## config.mk

```make
export PLATFORM = sky130hd
export DESIGN_NAME = trace_ring_capture
export DESIGN_NICKNAME = d
export VERILOG_FILES = /design/src/rtl/trc_pkg.sv /design/src/rtl/trc_ring_mem.sv /design/src/rtl/trc_cap_ctrl.sv /design/src/rtl/trc_rd_port.sv /design/src/rtl/trace_ring_capture.sv
export SDC_FILE = /design/constraint.sdc
export NUM_CORES = 1
export LEC_CHECK = 0
export ABC_AREA = 1
export BUFFER_PORTS_ARGS = -buffer_cell sky130_fd_sc_hd__buf_2
export CORE_MARGIN = 3
export CORE_UTILIZATION = 60
export DETAILED_ROUTE_END_ITERATION = 6
export HOLD_SLACK_MARGIN = 0.05
export PLACE_DENSITY = 0.81
export RECOVER_POWER = 100
export SETUP_SLACK_MARGIN = 0.15
export SYNTH_ARGS = -nofsm -noshare
export SYNTH_HDL_FRONTEND = slang
export SYNTH_SLANG_ARGS = --single-unit
```

## constraint.sdc

```tcl
create_clock -name clk -period 5.55 [get_ports clk]
set_input_delay 0.2775 -clock clk [delete_from_list [all_inputs] [get_ports clk]]
set_output_delay 0.2775 -clock clk [all_outputs]
set_load 0.05 [all_outputs]
```

## src/rtl/trc_pkg.sv

```systemverilog
package trc_pkg;

    typedef enum logic [1:0] {
        ST_IDLE = 2'd0,
        ST_PRE  = 2'd1,
        ST_POST = 2'd2,
        ST_HALT = 2'd3
    } cap_state_e;

endpackage

```

## src/rtl/trc_ring_mem.sv

```systemverilog
module trc_ring_mem #(
    parameter int WIDTH = 16,
    parameter int DEPTH = 16,
    localparam int AW   = $clog2(DEPTH)
) (
    input  logic             clk,
    input  logic             we,
    input  logic [AW-1:0]    waddr,
    input  logic [WIDTH-1:0] wdata,
    input  logic             re,
    input  logic [AW-1:0]    raddr,
    output logic [WIDTH-1:0] rdata
);

    logic [WIDTH-1:0] store_q [DEPTH];

    always_ff @(posedge clk) begin
        if (we) begin
            store_q[waddr] <= wdata;
        end
    end

    always_ff @(posedge clk) begin
        if (re) begin
            rdata <= store_q[raddr];
        end
    end

endmodule

```

## src/rtl/trc_cap_ctrl.sv

```systemverilog
module trc_cap_ctrl
    import trc_pkg::*;
#(
    parameter int DEPTH = 16,
    localparam int AW   = $clog2(DEPTH),
    localparam int CW   = AW + 1
) (
    input  logic          clk,
    input  logic          rst_n,
    input  logic          arm,
    input  logic [AW-1:0] pre_count,
    input  logic          smp_store,
    input  logic          smp_trig,
    output logic          wr_en,
    output logic [AW-1:0] wr_addr,
    output logic [AW-1:0] oldest_addr,
    output logic [CW-1:0] valid_count,
    output logic [AW-1:0] trig_addr,
    output logic          capturing,
    output logic          triggered,
    output logic          done,
    output logic          full
);

    localparam logic [AW-1:0] LAST_ADDR = AW'(DEPTH - 1);

    cap_state_e    state_q, state_d;
    logic [AW-1:0] wptr_q;
    logic [AW-1:0] pre_q;
    logic [AW-1:0] remain_q;
    logic [AW-1:0] taddr_q;
    logic          full_q;
    logic          trig_q;
    logic [AW-1:0] post_len;
    logic          take_trig;
    logic          post_store;

    // samples still owed after the trigger sample itself
    assign post_len   = LAST_ADDR - pre_q;
    assign take_trig  = (state_q == ST_PRE) && smp_trig && !arm;
    assign post_store = (state_q == ST_POST) && smp_store && !arm;

    // next-state decision
    always_comb begin
        state_d = state_q;
        unique case (state_q)
            ST_IDLE: begin
                if (arm) state_d = ST_PRE;
            end
            ST_PRE: begin
                if (arm) begin
                    state_d = ST_PRE;
                end else if (smp_trig) begin
                    state_d = (post_len == '0) ? ST_HALT : ST_POST;
                end
            end
            ST_POST: begin
                if (arm) begin
                    state_d = ST_PRE;
                end else if (smp_store && remain_q == AW'(1)) begin
                    state_d = ST_HALT;
                end
            end
            ST_HALT: begin
                if (arm) state_d = ST_PRE;
            end
            default: state_d = ST_IDLE;
        endcase
    end

    // state register
    always_ff @(posedge clk or negedge rst_n) begin
        if (!rst_n) begin
            state_q <= ST_IDLE;
        end else begin
            state_q <= state_d;
        end
    end

    // pointers, flags and counters
    always_ff @(posedge clk or negedge rst_n) begin
        if (!rst_n) begin
            wptr_q   <= '0;
            pre_q    <= '0;
            remain_q <= '0;
            taddr_q  <= '0;
            full_q   <= 1'b0;
            trig_q   <= 1'b0;
        end else if (arm) begin
            wptr_q   <= '0;
            pre_q    <= pre_count;
            remain_q <= '0;
            taddr_q  <= '0;
            full_q   <= 1'b0;
            trig_q   <= 1'b0;
        end else begin
            if (wr_en) begin
                wptr_q <= wptr_q + AW'(1);
                if (wptr_q == LAST_ADDR) begin
                    full_q <= 1'b1;
                end
            end
            if (take_trig) begin
                trig_q   <= 1'b1;
                taddr_q  <= wptr_q;
                remain_q <= post_len;
            end else if (post_store) begin
                remain_q <= remain_q - AW'(1);
            end
        end
    end

    // outputs
    always_comb begin
        wr_en     = 1'b0;
        capturing = 1'b0;
        done      = 1'b0;
        unique case (state_q)
            ST_IDLE: ;
            ST_PRE: begin
                capturing = 1'b1;
                wr_en     = !arm && (smp_store || smp_trig);
            end
            ST_POST: begin
                capturing = 1'b1;
                wr_en     = post_store;
            end
            ST_HALT: begin
                done = 1'b1;
            end
            default: ;
        endcase
        wr_addr     = wptr_q;
        oldest_addr = full_q ? wptr_q : '0;
        valid_count = full_q ? CW'(DEPTH) : {1'b0, wptr_q};
        trig_addr   = taddr_q;
        triggered   = trig_q;
        full        = full_q;
    end

endmodule

```

## src/rtl/trc_rd_port.sv

```systemverilog
module trc_rd_port #(
    parameter int DEPTH = 16,
    localparam int AW   = $clog2(DEPTH)
) (
    input  logic          clk,
    input  logic          rst_n,
    input  logic          rd_en,
    input  logic [AW-1:0] rd_idx,
    input  logic [AW-1:0] oldest_addr,
    output logic          mem_re,
    output logic [AW-1:0] mem_raddr,
    output logic          rd_valid
);

    // index is relative to the oldest entry; the modulo is the natural wrap
    assign mem_re    = rd_en;
    assign mem_raddr = oldest_addr + rd_idx;

    always_ff @(posedge clk or negedge rst_n) begin
        if (!rst_n) begin
            rd_valid <= 1'b0;
        end else begin
            rd_valid <= rd_en;
        end
    end

endmodule

```

## src/rtl/trace_ring_capture.sv

```systemverilog
module trace_ring_capture #(
    parameter int SAMPLE_W = 16,
    parameter int DEPTH    = 16,
    localparam int AW      = $clog2(DEPTH),
    localparam int CW      = AW + 1
) (
    input  logic                clk,
    input  logic                rst_n,
    input  logic                arm,
    input  logic [AW-1:0]       pre_count,
    input  logic [SAMPLE_W-1:0] smp_data,
    input  logic                smp_store,
    input  logic                smp_trig,
    input  logic                rd_en,
    input  logic [AW-1:0]       rd_idx,
    output logic [SAMPLE_W-1:0] rd_data,
    output logic                rd_valid,
    output logic                capturing,
    output logic                triggered,
    output logic                done,
    output logic                full,
    output logic [CW-1:0]       valid_count,
    output logic [AW-1:0]       trig_addr
);

    logic          wr_en;
    logic [AW-1:0] wr_addr;
    logic [AW-1:0] oldest_addr;
    logic          mem_re;
    logic [AW-1:0] mem_raddr;

    trc_cap_ctrl #(.DEPTH(DEPTH)) u_ctrl (
        .clk         (clk),
        .rst_n       (rst_n),
        .arm         (arm),
        .pre_count   (pre_count),
        .smp_store   (smp_store),
        .smp_trig    (smp_trig),
        .wr_en       (wr_en),
        .wr_addr     (wr_addr),
        .oldest_addr (oldest_addr),
        .valid_count (valid_count),
        .trig_addr   (trig_addr),
        .capturing   (capturing),
        .triggered   (triggered),
        .done        (done),
        .full        (full)
    );

    trc_rd_port #(.DEPTH(DEPTH)) u_rd (
        .clk         (clk),
        .rst_n       (rst_n),
        .rd_en       (rd_en),
        .rd_idx      (rd_idx),
        .oldest_addr (oldest_addr),
        .mem_re      (mem_re),
        .mem_raddr   (mem_raddr),
        .rd_valid    (rd_valid)
    );

    trc_ring_mem #(.WIDTH(SAMPLE_W), .DEPTH(DEPTH)) u_mem (
        .clk   (clk),
        .we    (wr_en),
        .waddr (wr_addr),
        .wdata (smp_data),
        .re    (mem_re),
        .raddr (mem_raddr),
        .rdata (rd_data)
    );

endmodule

```

# Word level (Yosys, flattened, before mapping)
# Memories as Yosys holds them, arrays and structs flattened. A register that Yosys moved wholly into a read port is not among the register bits.
# Cells that the tools add are included.
classes:
  div: 0
  addsub: 4
  shift: 0
  eq_ne: 8
  n_mux: 26
  magnitude_cmp: 0
  n_reduce_logical: 18
  n_mul: 0
  bitwise: 0
op_table:
  columns: ["op", "count"]
  rows:
  - ["$mux 4", 8]
  - ["$mux 1", 10]
  - ["$mux 2", 5]
  - ["$logic_and 1x1->1", 6]
  - ["$ne 3x3->1 const B", 2]
  - ["$pmux 2 s3", 1]
  - ["$reduce_bool 2->1", 3]
  - ["$mux 5", 1]
  - ["$add 4x1->4 const B", 1]
  - ["$add 4x4->4", 1]
  - ["$eq 2x2->1 const B", 2]
  - ["$eq 4x1->1 const B", 1]
  - ["$eq 4x4->1 const B", 1]
  - ["$logic_not 4->1", 1]
  - ["$reduce_or 2->1", 2]
  - ["$sub 4x1->4 const B", 1]
  - ["$sub 4x4->4 const A", 1]
  - ["$reduce_and 3->1", 1]
  - ["$reduce_bool 3->1", 1]
  - ["$eq 2x1->1 const B", 1]
  - ["$logic_not 2->1", 1]
  - ["$ne 2x1->1 const B", 1]
  - ["$pmux 1 s2", 1]
  - ["$reduce_and 2->1", 1]
  - ["2 further kinds", 2]
totals:
  wordCells: 65
  mem_bits_ro: 0
  ramBits: 256
  input_bits: 30
  mem_count: 1
  regBits: 21
  latchBits: 0
mem_list:
  columns: ["memory", "depth", "width", "read_ports", "rd_ports_with_merged_regs", "wr", "line_no", "text"]
  rows:
  - ["u_mem.store_q", 16, 16, 1, 1, 1, "trc_ring_mem.sv:15", "logic [WIDTH-1:0] store_q [DEPTH];"]

# Logic depth before layout (Yosys ltp)
# Gate-level depths: netlist of the first run.
depth:
  depth_word: 6
  ltp_mapped: 14
  depth_no_buf: 11

# Hierarchy
# Synthesis of the first run repeated with hierarchy kept, for this count alone.
hier_totals:
  cells_unflattened: 1248
  hier_area_um2: 12877.4
by_module_without_submodules:
  columns: ["module", "area_each_um2", "instances", "cells_per_inst"]
  rows:
  - ["trc_ring_mem", 11541.1, 1, 1074]
  - ["trc_cap_ctrl", 1181.1, 1, 153]
  - ["trc_rd_port", 155.1, 1, 21]

# Least setup slack after synthesis of the first run
# No wires, ideal clock.
synth_path:
  kind: "reg2reg"
  from: "reg u_ctrl.state_q[0]"
  to: "mem u_mem.store_q[11][0], enable pin"
  n_path_buf: 0
  path_slack_ns: 3.030
  synth_period_minus_slack_ns: 2.520
  t_required_ns: 5.162
  setup_ns: 0.388
  arrival_ns: 2.132
  stages_incl_launch_ff: 8
  path_cell_list: "dfrtp_1 inv_1 ha_1 inv_1 nand2_2 inv_2 nand2_1 nor2_1"
synth_via:
  elab_chain_len: 6
  word_cells_on_any_way: 7
  cone_classes: "2 x eq/ne; 3 x mux; 2 x reduce/logical"
synth_lines:
  columns: ["element", "line_no", "text"]
  rows:
  - ["start: declaration", "trc_cap_ctrl.sv:27", "cap_state_e state_q, state_d;"]
  - ["start signal: assignment", "trc_cap_ctrl.sv:76", "state_q <= state_d;"]
  - ["$eq 2x2->1", "trc_cap_ctrl.sv:41, trc_cap_ctrl.sv:118", null]
  - ["$logic_and 1x1->1 (2 in series)", "trc_cap_ctrl.sv:41", "assign post_store = (state_q == ST_POST) && smp_store && !arm;"]
  - ["$pmux 1 s2 (*)", "trc_cap_ctrl.sv:118", "unique case (state_q)"]
  - ["$mux 1 (*)", "trc_ring_mem.sv:18", "if (we) begin"]
  - ["$mux 1 (not written as such) (*)", "trc_ring_mem.sv:19", "store_q[waddr] <= wdata;"]
  - ["end: declaration", "trc_ring_mem.sv:15", null]
# Mark *: on every way between the ends. The rest lies on a longest branch, timed or not.

# Final worst setup path of the first run
layout_path:
  from: "reg u_ctrl.full_q, in the netlist u_ctrl.full"
  to: "reg u_mem.rdata[2], read port of u_mem.store_q (data pin)"
layout_via:
  elab_chain_len: 2
layout_lines:
  columns: ["element", "line_no", "text"]
  rows:
  - ["start: declaration", "trc_cap_ctrl.sv:32", "logic full_q;"]
  - ["start signal: assignment", "trc_cap_ctrl.sv:87", "full_q <= 1'b0;"]
  - ["start signal: assignment", "trc_cap_ctrl.sv:94", "full_q <= 1'b0;"]
  - ["start signal: assignment", "trc_cap_ctrl.sv:100", "full_q <= 1'b1;"]
  - ["$mux 4", "trc_cap_ctrl.sv:134", "oldest_addr = full_q ? wptr_q : '0;"]
  - ["$add 4x4->4", "trc_rd_port.sv:17", "assign mem_raddr = oldest_addr + rd_idx;"]
  - ["end: declaration", "trc_ring_mem.sv:12", "output logic [WIDTH-1:0] rdata"]
# Every way passes these cells.
# A chain may end at the register's enable or synchronous reset.

==> qor.yml, run 1 <==
clock_network:
  numCtsBuffers: 29
  clk_root_buffer_cell: "clkbuf_16"
  resize_count_post_cts: 0
  cts.htree.levels: 1
  tritoncts: "done"
  clock_insertion_delay_worst_skew_ns: 0.54
  max-clock-path-buffers: 3
  tritoncts_num_sinks: 293
  clk_transition_reported_paths_ns: 0.06
  post-cts-setup-buffers: 0
final_layout:
  antenna-diode-count: 0
  drive_gt1_frac: 0.0527
  fin_area_sq_um: 14600
  layout.cells.most_common_list: "nand2_1, inv_1, edfxtp_1"
  num-nets-final: 1465
  final_common_cell: "nand2_1"
  areaGrowthSynthToFinish_pct: 10.4
status:
  failed_checks: "capacitance limit, slew limit"
  run_status: "finished, violations left"
detailed_routing:
  detail_route.wl_per_cell_microns: 17.2
  met2_wire_len_mm: 14.1
  drt_wl_total_mm: 29.5
  wirelength_met1_mm: 12.0
  dr.first_iter.drc_count: 1126
  post_drt_via_cell_ratio: 5.27
  drt_drc_violations_left: 0
  routed.top_layer: "met4"
  via_count: 9035
  drtAntennaViolNets: 0
  first_pass_iters: 5
  met3RoutedLength_mm: 2.62
power:
  cellPowerDensity_nw_per_um2: 344
  switching_portion_of_total_power: 0.258
  power.share.sequential: 0.510
  static-leakage-power_nw: 6.71
  internal_power_mw: 3.73
  power.share.clock: 0.371
  power.switching_mw: 1.30
  irDropWorstVdd_mv: 0.347
  pwr-share-comb: 0.119
synthesis:
  post-synth-top-area-fraction: 0.617
  postSynthAreaPerCell_sq_um: 9.74
  synthDistinctLibCells: 26
  yosysWarnings: 0
  postSynthCellCount: 1360
  postSynth.asyncResetShare: 0.0717
  synth_flop_cell: "edfxtp_1"
  ys_ff_latch: 293
  ys_top_cells_by_area: "edfxtp_1, nand2_1, inv_1"
  synth.cell_area_sq_um: 13200
  mappedNetlistNets: 1403
  synth_enable_flop_cells: 272
  synth.largest_area_cell: "edfxtp_1"
  seq_area_frac_synth: 0.657
timing:
  timing_max_transition_violations_final: 85
  fmaxAchievable_mhz: 245
  final_layout_worst_hold_slack_ns: 0.242
  rsz0062_at_grt: "no"
  tightest_slew_ns: 2.11
  max_slew_headroom: -0.413
  hold_viol: 0
  fin_tns_setup_ns: 0
  final.period_utilization: 0.736
  final.min_clock_period_ns: 4.08
  final-setup-viol-count: 0
  final.setup_skew_ns: 0.00992
worst_setup_path:
  crit_path_frequent_cell: "nand2_1"
  timing.critical_path.fanout_max: 55
  worstSetupStartpointType: "register"
  cp-startpoint: "u_ctrl.full"
  cp_data_arrival_time_ns: 4.49
  r2r_start: "u_ctrl.full"
  crit_slowest_cell: "clkinvlp_2"
  critical_path.max_stage_delay_ns: 0.96
  timing.setup.critical_path_class: "register to register"
  worstPathCellList: "nand2_1, inv_1, ha_4, clkinvlp_2, clkbuf_2, nand2_1, nand3_1, nand2_1, nand2_1, nand2_1, nand2_1, nand2_1"
  worst-endpoint-required_ns: 5.96
  cp-end-kind: "register"
floorplan:
  fp.dieArea_sq_um: 23900
  ioPinCount: 60
  core_footprint_sq_um: 21400
  initial_utilization: 0.620
  placementRows: 53
  floorplan.die.width_microns: 155
  floorplan.die.height_microns: 155
global_route:
  grt_start_max_net_pins: 93
  globalRoute.totalOverflow: 0
  grt_first_pass_wirelength_mm: 46.7
  antenna_found_initial: 0
  grt.total_usage: 0.251
  first_global_vias: 8906
placement:
  dp.final_hpwl_mm: 16.3
  buffer_ports.inserted: 59
  placedInstanceArea_sq_um: 13800
  final_wtd_congestion: 0.837
run:
  maxCapViolations: 5
worst_hold_path:
  hold_start: "smp_data[0]"
  hold_class: "input port to register"
synth_stat cells, drive strengths merged (2+ instances only):
cell / count
a21oi: 6
buf: 52
clkbuf: 2
dfrtp: 21
edfxtp: 272
ha: 12
inv: 284
nand2: 515
nand3: 142
nand4: 4
nor2: 30
o21ai: 11
o22ai: 2
xor2: 4
final cells by class:
| type | count | area [sq um] |
|---|---|---|
| clock buffers | 39 | 848 |
| clock inverters | 11 | 58.8 |
| fillers | 1589 | 6740 |
| inverters | 284 | 1070 |
| multi-input cells | 729 | 3190 |
| flip-flops and latches | 293 | 8690 |
| well taps | 275 | 344 |
| repair buffers | 85 | 412 |
worst max-delay path: cells and delay by family, from the launching register on:
family,cells,cell delay (ns)
simple gates,8,0.91
flops,1,0.50
buf+inv,3,1.96
fa+ha+maj,1,0.55
layer usage:
layer  global-route usage  vias up
met3               0.0383       60
met5                    0        -
li1                     -     4349
met1                0.351     4209
met4               0.0757        0
met2                0.413      417
what timing repair did:
action                     CTS  global route
hold endpoints to repair    27             0
setup endpoints to repair    0             0
hold buffers                10             0
path summary, 6_finish.rpt:
kind                                       end  slack, ns  depth (start not counted)
max                             u_mem.rdata[2]       1.47                         12
min                        u_mem.store_q[8][0]       0.24                          1
max reg2reg                     u_mem.rdata[2]       1.47                         12
min reg2reg                   u_ctrl.triggered       0.48                          2
max in group asynchronous    u_ctrl.state_q[1]       4.41                          2
min in group asynchronous        u_rd.rd_valid       0.46                          2
logic make-up (layout without fill, tap and decap cells):
logic type	Yosys count	after routing	share of synthesized area
DFF	293	293	0.657
and+or+nand+nor	691	691	0.213
AOI/OAI and AO/OA	20	20	0.00813
buffers and inverters	338	419	0.104
adders and majority gates	13	13	0.0129
xor gates and xnor gates	5	5	0.00529
sequential cells by signal, indices dropped and copies added (netlist names), 2 cells and up:
signal	cells
u_ctrl.pre_q	4
u_ctrl.trig_addr	4
u_ctrl.remain_q	4
u_mem.store_q	256
u_mem.rdata	16
u_ctrl.state_q	2
u_ctrl.wr_addr	4
power groups by stage:
stage / logic [mW] / clock network (mW) / registers, mW
final: 0.600 / 1.87 / 2.57
after global routing: 0.666 / 1.98 / 2.57
after CTS: 0.620 / 1.87 / 2.56
after detailed placement: 0.606 / 0 / 2.61
after global placement: 0.587 / 0 / 2.60
after floorplan: 0.382 / 0 / 2.65
metrics by stage:
step | power, mW | utilization | std cells | setup WS (ns)
6_report | 5.03 | 0.684 | 1716 | 1.47
5_1_grt | 5.22 | 0.684 | 1716 | 1.17
4_1_cts | 5.06 | 0.691 | 1716 | 2.51
3_5_place_dp | 3.21 | 0.644 | 1656 | 2.58
3_3_place_gp | 3.19 | 0.644 | 1656 | 2.61
2_1_floorplan | 3.03 | - | 1360 | 3.03
Note: power is estimated with default switching activity, not from simulation.
==> inputs of run 2 (changes only) <==
ABC_AREA = 0   (was 1)
clock period = 3.8 ns   (was 5.55 ns; I/O delays follow)
==> run 2 against run 1 <==
  * The run still ends with capacitance limit, slew limit left
  * Cell area is 4.9% lower
  * Clock power is 69% higher
  * Non-clock buffer count grew 30
  * Critical path depth fell by 6
  * Synthesized cell count shrank 44%
==> qor.yml, run 2 <==
status:
  run_status: "finished, violations left"
  failed_checks: "capacitance limit, slew limit"
worst_hold_path:
  hold_start: "arm"
  timing.hold.worst_endpoint: "u_ctrl.triggered"
  hold_class: "input port to register"
  holdPathStages: 2
detailed_routing:
  drt_wl_total_mm: 27.3
  first_pass_iters: 5
  post_drt_via_cell_ratio: 6.23
  drtAntennaViolNets: 0
  drt_drc_violations_left: 0
  detail_route.wl_per_cell_microns: 23.8
  dr.first_iter.drc_count: 741
  via_count: 7139
final_layout:
  max_flop_register: "u_mem.store_q"
  drive_gt1_frac: 0.101
  layout.cells.most_common_list: "edfxtp_1, mux2i_1, nand3_1"
  areaGrowthSynthToFinish_pct: 13.9
  num-nets-final: 902
  largest_reg_flops: 256
  antenna-diode-count: 0
  final_common_cell: "edfxtp_1"
  layout_top_registers: "u_mem.store_q: 256 flops, u_mem.rdata: 16 flops"
timing:
  fmaxAchievable_mhz: 286
  final.setup_skew_ns: 0.0178
  timing_max_transition_violations_final: 18
  final-setup-viol-count: 0
  hold_viol: 0
  max_slew_headroom: -0.0782
  rsz0062_at_grt: "no"
  fin_tns_setup_ns: 0
  final.min_clock_period_ns: 3.49
  final.period_utilization: 0.919
  tightest_slew_ns: 1.62
floorplan:
  core_footprint_sq_um: 19700
  floorplan.die.width_microns: 149
  initial_utilization: 0.619
  floorplan.die.height_microns: 149
  ioPinCount: 60
  placementRows: 51
  fp.dieArea_sq_um: 22100
run:
  maxCapViolations: 1
clock_network:
  clock_insertion_delay_worst_skew_ns: 0.54
  tritoncts: "done"
  clk_transition_reported_paths_ns: 0.06
  numCtsBuffers: 28
  tritoncts_num_sinks: 293
  resize_count_post_cts: 0
  max-clock-path-buffers: 3
  clk_root_buffer_cell: "clkbuf_16"
  cts.htree.levels: 1
synthesis:
  postSynthAreaPerCell_sq_um: 16.1
  ys_top_cells_by_area: "edfxtp_1, mux2i_1, nand3_1"
  synth.most_common_cell: "edfxtp_1"
  post-synth-top-area-fraction: 0.669
  postSynthCellCount: 760
  synth.cell_area_sq_um: 12200
  ys_ff_latch: 293
  synthDistinctLibCells: 43
  mappedNetlistNets: 803
  synth_flop_cell: "edfxtp_1"
  yosysWarnings: 0
  yosys-top-cells-count: "edfxtp_1, mux2i_1, nand3_1"
  postSynth.asyncResetShare: 0.0717
  synth_enable_flop_cells: 272
  seq_area_frac_synth: 0.712
  synth.largest_area_cell: "edfxtp_1"
global_route:
  globalRoute.totalOverflow: 0
  grt_first_pass_wirelength_mm: 41.4
  first_global_vias: 7290
  grt_start_max_net_pins: 65
  antenna_found_initial: 0
  grt.total_usage: 0.248
placement:
  dp.final_hpwl_mm: 15.2
  final_wtd_congestion: 0.805
  buffer_ports.inserted: 59
worst_setup_path:
  r2r_cells: 6
  cp_data_arrival_time_ns: 3.66
  reg2reg_setup_slack_ns: 0.31
  worstSetupStartpointType: "register"
  crit_slowest_cell: "nor3_1"
  crit_buf_inv: 2
  crit-reg2reg-capture: "u_mem.store_q[3][11]"
  r2r_start: "u_ctrl.state_q[1]"
  critical_path.max_stage_delay_ns: 1.07
  timing.critical_path.fanout_max: 8
  worstPathCellList: "inv_1, ha_1, nand2_1, a2111o_1, nor3_1, clkbuf_1"
  cpLargestDelayFamily: "simple AND/OR/NAND/NOR gates"
  cp-end-kind: "register"
  timing.setup.critical_path_class: "register to register"
  worst-endpoint-required_ns: 3.97
power:
  static-leakage-power_nw: 4.98
  cellPowerDensity_nw_per_um2: 557
  irDropWorstVdd_mv: 0.436
  fin_total_pwr_mw: 7.74
## run 2: cell count changes after synthesis, sizes merged, moves of 10 or more
| cell | previous run | this run |
|---|---|---|
| nand3 | 142 | 130 |
| nand2 | 515 | 16 |
| nand4 | 4 | 33 |
| o21ai | 11 | 1 |
| clkbuf | 2 | 15 |
| buf | 52 | 29 |
| mux2i | 0 | 145 |
| inv | 284 | 10 |
## run 2: through the flow
| stage | instances | utilization | hold slack [ns] | area (sq um) | setup slack, ns |
|---|---|---|---|---|---|
| 6_report | 1146 | 0.705 | 0.0649 | 13900 | 0.307 |
| 5_1_grt | 1146 | 0.705 | 0.0891 | 13900 | 0.198 |
| 4_1_cts | 1146 | 0.714 | 0.0617 | 14100 | 0.487 |
| 3_5_place_dp | 1072 | 0.648 | 0.169 | 12800 | 0.529 |
| 3_3_place_gp | 1072 | 0.648 | 0.151 | 12800 | 0.658 |
| 2_1_floorplan | 760 | - | -0.106 | 12200 | 0.862 |
## run 2: logic make-up after synthesis
kind of cell | synth area share
compound gates | 0.0119
simple gates | 0.0916
xor+xnor | 0.0124
flops | 0.712
mux | 0.123
fa+ha+maj | 0.0139
buf+inv | 0.0352
## run 2: layout make-up
type	count	area (sq um)
repair buffers	115	681
fillers	1247	5820
flip-flops and latches	293	8690
clock inverters	20	310
clock buffers	32	767
multi-input cells	411	3080
inverters	10	37.5
well taps	265	332
## run 2: where the power goes
group / internal [mW] / switching (mW)
Combinational: 0.247 / 0.607
Sequential: 3.66 / 0.0664
Clock: 1.99 / 1.17
Total: 5.90 / 1.84
## run 2: worst max path at each step
| stage | start | end | slack [ns] | cells past startpoint |
|---|---|---|---|---|
| after floorplan | u_ctrl.state_q[1] | u_mem.store_q[0][0] | 0.86 | 6 |
| after global placement | u_ctrl.full | u_mem.rdata[13] | 0.66 | 8 |
| after detailed placement | u_ctrl.full | u_mem.rdata[6] | 0.53 | 8 |
| after CTS | u_ctrl.full | u_mem.rdata[6] | 0.49 | 8 |
| after global routing | u_ctrl.state_q[1] | u_mem.store_q[3][14] | 0.20 | 6 |
| final | u_ctrl.state_q[1] | u_mem.store_q[3][11] | 0.31 | 6 |
## run 2: timing repair
action / 4_1_cts / 5_1_grt
hold endpoints to repair: 282 / 0
hold buffers: 22 / 0
buffers inserted: 0 / 0
## run 2: routing by layer
metal,track usage,vias up,wire length (microns)
li1,-,3127,-
met1,0.346,3545,10800
met2,0.406,400,13200
met3,0.0360,67,2500
met4,0.0919,0,803
met5,0,-,0
==> inputs of run 3 (changes only) <==
RECOVER_POWER = 50   (was 100)
clock period = 3.57 ns   (was 3.8 ns; I/O delays follow)
==> run 3 against run 2 <==
  * Largest power group unchanged
  * Global-route usage down 1.1 points
  * Clock power down 12%
  * Sequential share of layout area up 0.31 points
  * Utilization down 0.35 points
  * Register-to-register slack better by 0.12 ns
  * Critical path type unchanged
  * The flow still finishes with violations (capacitance limit, slew limit)
  * Worst setup slack better by 0.12 ns
  * Critical endpoint is now u_mem.rdata[0]
  * Clock-buffer cell count up 2
  * Critical path depth up 2
  * Sequential power up 6.4%
  * Non-clock buffer count down 2
  * Die area unchanged
==> qor.yml, run 3 (synthesis gave the netlist of run 2 again) <==
global_route:
  grt_first_pass_wirelength_mm: 40.0
  antenna_found_initial: 0
  first_global_vias: 7248
  grt.total_usage: 0.238
  grt_start_max_net_pins: 65
  globalRoute.totalOverflow: 0
worst_setup_path:
  timing.critical_path.fanout_max: 18
  timing.setup.critical_path_class: "register to register"
  crit_slowest_cell: "fa_4"
  critical_path.max_stage_delay_ns: 1.01
  cp-end-kind: "register"
  worst-endpoint-required_ns: 3.84
  crit_path_frequent_cell: "mux2i_1"
  crit_buf_inv: 1
  cp_data_arrival_time_ns: 3.42
  worstSetupStartpointType: "register"
  worstPathCellList: "and2_1, ha_2, fa_4, buf_4, mux2i_1, nand3_1, nand4_1, mux2i_1"
  cpLargestDelayFamily: "adder cells"
power:
  irDropWorstVdd_mv: 0.522
  cellPowerDensity_nw_per_um2: 555
  static-leakage-power_nw: 5.05
final_layout:
  layout.cells.most_common_list: "edfxtp_1, mux2i_1, nand3_1"
  num-nets-final: 901
  areaGrowthSynthToFinish_pct: 13.3
  fin_area_sq_um: 13800
  antenna-diode-count: 0
  largest_reg_flops: 256
  final_common_cell: "edfxtp_1"
  fillers: 1233
  max_flop_register: "u_mem.store_q"
  layout_top_registers: "u_mem.store_q: 256 flops, u_mem.rdata: 16 flops"
  drive_gt1_frac: 0.143
floorplan:
  placementRows: 51
  floorplan.die.height_microns: 149
  floorplan.die.width_microns: 149
  initial_utilization: 0.619
  fp.dieArea_sq_um: 22100
  core_footprint_sq_um: 19700
  ioPinCount: 60
timing:
  final.min_clock_period_ns: 3.14
  timing_max_transition_violations_final: 18
  final.setup_skew_ns: 0.00914
  tightest_slew_ns: 1.59
  hold_viol: 0
  fin_tns_setup_ns: 0
  rsz0062_at_grt: "no"
  final_layout_worst_hold_slack_ns: 0.0611
  final.period_utilization: 0.881
  final-setup-viol-count: 0
  fmaxAchievable_mhz: 318
  max_slew_headroom: -0.0595
detailed_routing:
  detail_route.wl_per_cell_microns: 22.8
  via_count: 7109
  drt_wl_total_mm: 26.1
  dr.first_iter.drc_count: 785
  first_pass_iters: 7
  post_drt_via_cell_ratio: 6.21
  drtAntennaViolNets: 0
  drt_drc_violations_left: 0
clock_network:
  cts.htree.levels: 1
  tritoncts_num_sinks: 293
  post-cts-setup-buffers: 0
  numCtsBuffers: 29
  cts_hold_buf: 22
  resize_count_post_cts: 0
  clk_transition_reported_paths_ns: 0.06
  clock_insertion_delay_worst_skew_ns: 0.54
  max-clock-path-buffers: 3
  clk_root_buffer_cell: "clkbuf_16"
  tritoncts: "done"
placement:
  dp.final_hpwl_mm: 14.5
  buffer_ports.inserted: 59
  final_wtd_congestion: 0.796
  placedInstanceArea_sq_um: 12800
status:
  run_status: "finished, violations left"
  failed_checks: "capacitance limit, slew limit"
run:
  maxCapViolations: 1
worst_hold_path:
  hold_class: "input port to register"
[run 3: cell count changes in the layout (fill, tap and decap cells not counted), sizes merged]
cell / previous run / this run
inv: 10 / 11
clkinv: 7 / 14
bufinv: 8 / 1
clkbuf: 104 / 62
clkinvlp: 5 / 3
buf: 21 / 63
[run 3: final timing paths]
| check | cells after the start | slack (ns) | start | endpoint |
|---|---|---|---|---|
| max | 8 | 0.43 | u_ctrl.full | u_mem.rdata[0] |
| max in group asynchronous | 2 | 2.52 | rst_n | u_ctrl.pre_q[1] |
| min reg2reg | 1 | 0.49 | u_ctrl.pre_q[2] | u_ctrl.remain_q[2] |
| min in group asynchronous | 2 | 0.37 | rst_n | u_ctrl.full |
| min | 2 | 0.06 | arm | u_ctrl.wr_addr[0] |
| max reg2reg | 8 | 0.43 | u_ctrl.full | u_mem.rdata[0] |
[run 3: area by class of cell]
class | count | area (sq um) | share of cell area
sequential | 293 | 8690 | 0.629
multi-input combinational | 411 | 3110 | 0.225
timing repair buffer | 113 | 783 | 0.0566
clock buffer | 34 | 744 | 0.0538
tap | 265 | 332 | 0.0240
clock inverter | 19 | 128 | 0.00923
inverter | 10 | 37.5 | 0.00271
[run 3: power breakdown]
part / total, mW / internal [mW] / switching, mW
registers: 3.97 / 3.90 / 0.0688
clock network: 2.78 / 1.56 / 1.22
logic: 0.929 / 0.289 / 0.640
total: 7.68 / 5.75 / 1.93
[run 3: stage by stage]
stage                      util  worst slack (ns)  power, mW  cells
after floorplan               -             0.632       4.67    760
after global placement    0.648             0.565       4.90   1070
after detailed placement  0.648             0.440       4.95   1070
after CTS                 0.703             0.426       7.71   1145
after global routing      0.701             0.320       7.92   1145
final                     0.701             0.425       7.68   1145
[run 3: per-layer routing]
metal	vias up	part of all wire	track usage
li1	3124	-	-
met1	3511	0.39	0.327
met2	401	0.48	0.394
met3	73	0.094	0.0375
met4	0	0.030	0.0776
met5	-	0	0
